[src/rtl/hws_pkg.sv]
package hws_pkg;
  typedef enum logic {
    ST_IDLE = 1'b0,
    ST_RUN  = 1'b1
  } hws_state_e;

  localparam int HALF_W = 16;
  localparam int LANE_W = 8;
endpackage

[src/rtl/hws_lane_swap.sv]
module hws_lane_swap #(
  parameter int LANE_W = 8
) (
  input  logic              swap_en,
  input  logic [2*LANE_W-1:0] din,
  output logic [2*LANE_W-1:0] dout
);
  logic [LANE_W-1:0] lo_lane, hi_lane;

  assign lo_lane = din[LANE_W-1:0];
  assign hi_lane = din[2*LANE_W-1:LANE_W];

  // exchange the two lanes of the halfword only in swap mode
  assign dout = swap_en ? {lo_lane, hi_lane} : din;
endmodule

[src/rtl/hws_req_front.sv]
module hws_req_front #(
  parameter int ADDR_W = 32,
  parameter int LEN_W  = 16
) (
  input  logic [ADDR_W-1:0] periph_addr,
  input  logic [ADDR_W-1:0] base_ext,
  input  logic [LEN_W-1:0]  periph_len,
  input  logic              swap_en,
  output logic [ADDR_W-1:0] eff_addr,
  output logic [LEN_W-1:0]  eff_len
);
  logic [ADDR_W-1:0] merged;

  assign merged = periph_addr | base_ext;

  // swap mode works on whole halfwords: drop the odd address and count bits
  assign eff_addr = {merged[ADDR_W-1:1], merged[0] & ~swap_en};
  assign eff_len  = {periph_len[LEN_W-1:1], periph_len[0] & ~swap_en};
endmodule

[src/rtl/hws_chunk_ctl.sv]
module hws_chunk_ctl
  import hws_pkg::*;
#(
  parameter int ADDR_W      = 32,
  parameter int LEN_W       = 16,
  parameter int CHUNK_BYTES = 64
) (
  input  logic              clk,
  input  logic              rst_n,
  input  logic              start,
  input  logic [ADDR_W-1:0] start_addr,
  input  logic [LEN_W-1:0]  start_len,
  input  logic              start_swap,
  input  logic              beat,
  output logic              busy,
  output logic              swap_mode,
  output logic [ADDR_W-1:0] cur_addr,
  output logic [1:0]        strb,
  output logic              last,
  output logic              done
);
  localparam logic [LEN_W-1:0] CHUNK_L  = LEN_W'(CHUNK_BYTES);
  localparam logic [LEN_W-1:0] TWO_L    = LEN_W'(2);
  localparam int BEATS_PER_CHUNK        = CHUNK_BYTES / 2;
  localparam int BC_W                   = $clog2(BEATS_PER_CHUNK + 1);

  hws_state_e        st_q;
  logic [ADDR_W-1:0] addr_q;
  logic [LEN_W-1:0]  remain_q, chunk_q;
  logic              swap_q, done_q;
  logic [LEN_W-1:0]  step, remain_nx;
  logic [BC_W-1:0]   bc_q;

  function automatic logic [LEN_W-1:0] chunk_of(input logic [LEN_W-1:0] n,
                                                input logic sw);
    if (sw && (n > CHUNK_L)) return CHUNK_L;
    return n;
  endfunction

  assign step      = (remain_q >= TWO_L) ? TWO_L : LEN_W'(1);
  assign remain_nx = remain_q - step;

  assign busy      = (st_q == ST_RUN);
  assign swap_mode = swap_q;
  assign cur_addr  = addr_q;
  assign strb      = (remain_q >= TWO_L) ? 2'b11 : 2'b01;
  assign last      = (chunk_q <= TWO_L);
  assign done      = done_q;

  always_ff @(posedge clk or negedge rst_n) begin
    if (!rst_n) begin
      st_q     <= ST_IDLE;
      addr_q   <= '0;
      remain_q <= '0;
      chunk_q  <= '0;
      swap_q   <= 1'b0;
      done_q   <= 1'b0;
    end else begin
      done_q <= 1'b0;
      case (st_q)
        ST_IDLE: begin
          if (start) begin
            if (start_len == '0) begin
              done_q <= 1'b1;
            end else begin
              st_q     <= ST_RUN;
              addr_q   <= start_addr;
              remain_q <= start_len;
              chunk_q  <= chunk_of(start_len, start_swap);
              swap_q   <= start_swap;
            end
          end
        end
        ST_RUN: begin
          if (beat) begin
            addr_q   <= addr_q + ADDR_W'(step);
            remain_q <= remain_nx;
            if (last) begin
              if (remain_nx == '0) begin
                st_q   <= ST_IDLE;
                done_q <= 1'b1;
              end else begin
                chunk_q <= chunk_of(remain_nx, swap_q);
              end
            end else begin
              chunk_q <= chunk_q - step;
            end
          end
        end
        default: st_q <= ST_IDLE;
      endcase
    end
  end

  // beats issued in the current chunk, kept for the chunk-size check
  always_ff @(posedge clk or negedge rst_n) begin
    if (!rst_n) begin
      bc_q <= '0;
    end else if (start || (beat && last)) begin
      bc_q <= '0;
    end else if (beat) begin
      bc_q <= bc_q + BC_W'(1);
    end
  end

  p_even_addr_r2: assert property (@(posedge clk) disable iff (!rst_n)
    (busy && swap_q) |-> (addr_q[0] == 1'b0 && strb == 2'b11));

  p_chunk_bound_r4: assert property (@(posedge clk) disable iff (!rst_n)
    (beat && swap_q) |-> (bc_q < BC_W'(BEATS_PER_CHUNK)));

  p_addr_step_r6: assert property (@(posedge clk) disable iff (!rst_n)
    (beat && !last) |=> (addr_q == $past(addr_q) + ADDR_W'(2)));

  p_done_idle_r7: assert property (@(posedge clk) disable iff (!rst_n)
    done_q |-> (st_q == ST_IDLE));
endmodule

[src/rtl/hws_dma_wr_path.sv]
module hws_dma_wr_path
  import hws_pkg::*;
#(
  parameter int ADDR_W      = 32,
  parameter int LEN_W       = 16,
  parameter int CHUNK_BYTES = 64
) (
  input  logic              clk,
  input  logic              rst_n,
  input  logic [ADDR_W-1:0] base_ext,
  input  logic              req_valid,
  output logic              req_ready,
  input  logic [ADDR_W-1:0] req_addr,
  input  logic [LEN_W-1:0]  req_len,
  input  logic              req_swap,
  input  logic              in_valid,
  output logic              in_ready,
  input  logic [HALF_W-1:0] in_data,
  output logic              mem_valid,
  input  logic              mem_ready,
  output logic [ADDR_W-1:0] mem_addr,
  output logic [HALF_W-1:0] mem_data,
  output logic [1:0]        mem_strb,
  output logic              mem_last,
  output logic              done
);
  logic              busy, swap_mode, accept, beat;
  logic [ADDR_W-1:0] eff_addr;
  logic [LEN_W-1:0]  eff_len;

  assign req_ready = ~busy;
  assign accept    = req_valid & req_ready;
  assign mem_valid = busy & in_valid;
  assign in_ready  = busy & mem_ready;
  assign beat      = mem_valid & mem_ready;

  hws_req_front #(.ADDR_W(ADDR_W), .LEN_W(LEN_W)) u_front (
    .periph_addr (req_addr),
    .base_ext    (base_ext),
    .periph_len  (req_len),
    .swap_en     (req_swap),
    .eff_addr    (eff_addr),
    .eff_len     (eff_len)
  );

  hws_chunk_ctl #(.ADDR_W(ADDR_W), .LEN_W(LEN_W), .CHUNK_BYTES(CHUNK_BYTES)) u_ctl (
    .clk        (clk),
    .rst_n      (rst_n),
    .start      (accept),
    .start_addr (eff_addr),
    .start_len  (eff_len),
    .start_swap (req_swap),
    .beat       (beat),
    .busy       (busy),
    .swap_mode  (swap_mode),
    .cur_addr   (mem_addr),
    .strb       (mem_strb),
    .last       (mem_last),
    .done       (done)
  );

  hws_lane_swap #(.LANE_W(LANE_W)) u_swap (
    .swap_en (swap_mode),
    .din     (in_data),
    .dout    (mem_data)
  );

  p_stall_hold_r9: assert property (@(posedge clk) disable iff (!rst_n)
    (mem_valid && !mem_ready) |=> $stable(mem_addr));

  p_no_input_without_mem_r9: assert property (@(posedge clk) disable iff (!rst_n)
    (!mem_ready) |-> !in_ready);
endmodule

[config.mk]
export PLATFORM = sky130hd
export DESIGN_NAME = hws_dma_wr_path
export DESIGN_NICKNAME = d
export VERILOG_FILES = /design/src/rtl/hws_pkg.sv /design/src/rtl/hws_lane_swap.sv /design/src/rtl/hws_req_front.sv /design/src/rtl/hws_chunk_ctl.sv /design/src/rtl/hws_dma_wr_path.sv
export SDC_FILE = /design/constraint.sdc
export NUM_CORES = 1
export LEC_CHECK = 0
export BUFFER_PORTS_ARGS = -buffer_cell sky130_fd_sc_hd__buf_2
export CAP_MARGIN = 20
export CORE_UTILIZATION = 39
export CTS_CLUSTER_DIAMETER = 80
export DETAILED_ROUTE_END_ITERATION = 7
export MAX_ROUTING_LAYER = met4
export SKIP_CTS_REPAIR_TIMING = 1
export SLEW_MARGIN = 10
export SYNTH_ARGS = -nofsm -noshare
export SYNTH_HDL_FRONTEND = slang
export SYNTH_SLANG_ARGS = --single-unit
export TNS_END_PERCENT = 1
[constraint.sdc]
create_clock -name clk -period 7.4 [get_ports clk]
set_input_delay 0.37 -clock clk [delete_from_list [all_inputs] [get_ports clk]]
set_output_delay 0.37 -clock clk [all_outputs]
set_load 0.01 [all_outputs]
==> metrics <==
max-cap viol count=0; Final Hold Viols=0; main flop type after synthesis=dfrtp_1; clock buffer depth=2; number of routed nets with antenna violations=0; setup slack after layout=1910 ps; Final HPWL DP=12,500 um; post-synth top area share=32.7%; CP Data Arrival Time=5690 ps; vias per cell=5.88; Async SR Flop Fraction=100%; Post-Route Setup TNS=0 ps; Starting DRT DRC Count=446; Tightest Pin Transition=1050 ps; drt pass-1 iters=6; CTS buffer count=9; CTS Root Cell=clkbuf_16; Static Leak=2.70 nW; Worst-path clk slew=60 ps; Worst Setup Start Kind=flop; Vias=5,551; flops & latches, synth=67; CP required=7610 ps; Area growth syn-to-layout=23.3%; Post-route DRC=0; Clock Skew=4.03 ps; first-pass GRT wire length=27,900 um; Sink Count=67; Max Slew Vio Count=0; Nets=878; crit share post-route=74.2%; final setup vio count=0; largest net degree at the start of global routing=68; H-tree depth=3; sequential fraction of the synthesis area=32.7%; clock period minus worst slack=5490 ps; average wire per standard cell=18.6 um; critical setup path kind=reg -> reg; met3 Resource Use GR=6.02%; CORE AREA=12,700 um2; Total Wirelength=17,600 um; Net Count, Synth=743; Yosys cell types=74; R2R Setup Slk=1910 ps; initial antenna violation count=0; GRT busiest layer=met2; Slew Limit Headroom=29.6%; io pins=157; die width=117 um; syn avg cell area=8.12 um2; worst-path fanout max=10; routing usage on met1=35.1%; synth cell count leaders=dfrtp_1, o21ai_0, nand2_1; Setup WS pre-CTS=1690 ps; worst r2r path cells=14; status=finished, final reports clean; Peak VDD IR=0.126 mV; Worst R2R Start=u_ctl.remain_q[4]; Post-synth EDFFs=0; RSZ-0062 raised after global routing=no; gpl congestion=0.946; cell area after synthesis=5130 um2; ranking of synthesized cells by area=dfrtp_1, o21ai_0, a21oi_1; R2R Path End=u_ctl.chunk_q[0]; Max Freq=182 MHz; Tot GR Track Use=28.0%; grt met2 use=45.1%; Pwr Total=0.00163 W; Die Span Y=117 um; final design utilization=49.8%; die area=13,600 um2; Congestion Overflow GR=0; Worst-Skew Late Latency=340 ps; vias in the first global route=5,381; Critical Path Sink Type=flop; top-count cell post-synth=dfrtp_1; site row count=41; Post-Syn Instances=632; initial core utilization=40.4%; hold_ws=229 ps; P per Cell Area=257 nW/um2; Port Buffers=155; Crit. Startpoint=u_ctl.remain_q[4]; largest area contributor in the netlist=dfrtp_1; CTS tree=yes; fraction of layout cells with a size suffix above 1=27.2%; YS warnings=0; HP Class=in -> async; Antenna Cells=0
final cells by class:
cell class,instances,area [um2]
well taps,172,215
repair buffers,162,836
clock buffers,14,254
flip-flops and latches,67,1680
fillers,1303,6390
clock inverters,2,35.0
inverters,18,67.6
multi-input cells,509,3250
metal layers:
metal | part of all wire, % | up-vias
li1 | - | 2645
met1 | 44 | 2662
met2 | 48 | 222
met3 | 6.2 | 22
met4 | 1.6 | 0
met5 | 0 | -
state kept, by name, summed over array words and instances (netlist names):
name             cells
u_ctl.remain_q      16
u_ctl.cur_addr      32
u_ctl.done           1
u_ctl.busy           1
u_ctl.swap_mode      1
u_ctl.chunk_q       16
critical path, stage by stage, from the launching register on:
cell	delay [ps]
dfrtp_1	460
or3_1	520
nor4_1	280
nand2_1	130
nor4_2	800
ha_1	290
inv_1	50
fa_1	480
nor3_1	480
nand4_1	220
xnor2_1	280
or2_2	350
or4_4	530
o21ai_4	320
a221oi_1	150
stage by stage:
| stage | std cells | cell area, um2 |
|---|---|---|
| after floorplan | 632 | 5130 |
| after global placement | 926 | 6020 |
| after detailed placement | 926 | 6020 |
| after CTS | 942 | 6310 |
| after global routing | 944 | 6330 |
| final | 944 | 6330 |
where the power goes:
group | internal (W) | total [W] | switching, W | leakage [nW]
combinational | 0.000258 | 0.000594 | 0.000335 | 1.81
sequential | 0.000458 | 0.000598 | 0.000140 | 0.744
clock | 0.000270 | 0.000434 | 0.000164 | 0.141
total | 0.000987 | 0.00163 | 0.000639 | 2.70
cell usage in the layout (no fill, tap or decap), drive strengths merged, types with 7 or more instances in the layout:
cell	synthesis	routed
o31ai	7	7
and3	12	12
or3	8	8
nor3	34	34
o311ai	7	7
clkbuf	25	14
buf	13	162
dfrtp	67	67
inv	17	17
mux2	17	17
xnor2	7	7
nand2	58	58
nand3	30	30
o21ai	62	62
a21oi	46	46
xor2	7	7
nor4	17	17
mux2i	14	14
nor2	48	48
o22ai	10	10
nand4	8	8
o211ai	22	22
worst max path at each step:
| stage | end | slack [ps] | depth (start not counted) |
|---|---|---|---|
| 2_1_floorplan | u_ctl.chunk_q[0] | 2150 | 16 |
| 3_3_place_gp | u_ctl.chunk_q[6] | 1830 | 14 |
| 3_5_place_dp | u_ctl.chunk_q[6] | 1690 | 14 |
| 4_1_cts | u_ctl.chunk_q[6] | 1680 | 14 |
| 5_1_grt | u_ctl.chunk_q[15] | 1420 | 14 |
| 6_report | u_ctl.chunk_q[0] | 1910 | 14 |
kinds of logic after synthesis:
family                     Yosys count  share of synthesized area (%)
and+or+nand+nor                    248                           24.7
AOI/OAI and AO/OA                  206                           26.4
DFF                                 67                           32.7
buffers and inverters               56                           4.48
muxes                               31                           6.46
xor gates and xnor gates            14                           2.53
adders and majority gates            9                           2.63
other                                1                         0.0730
No activity file was read; power rests on OpenSTA's default activity.
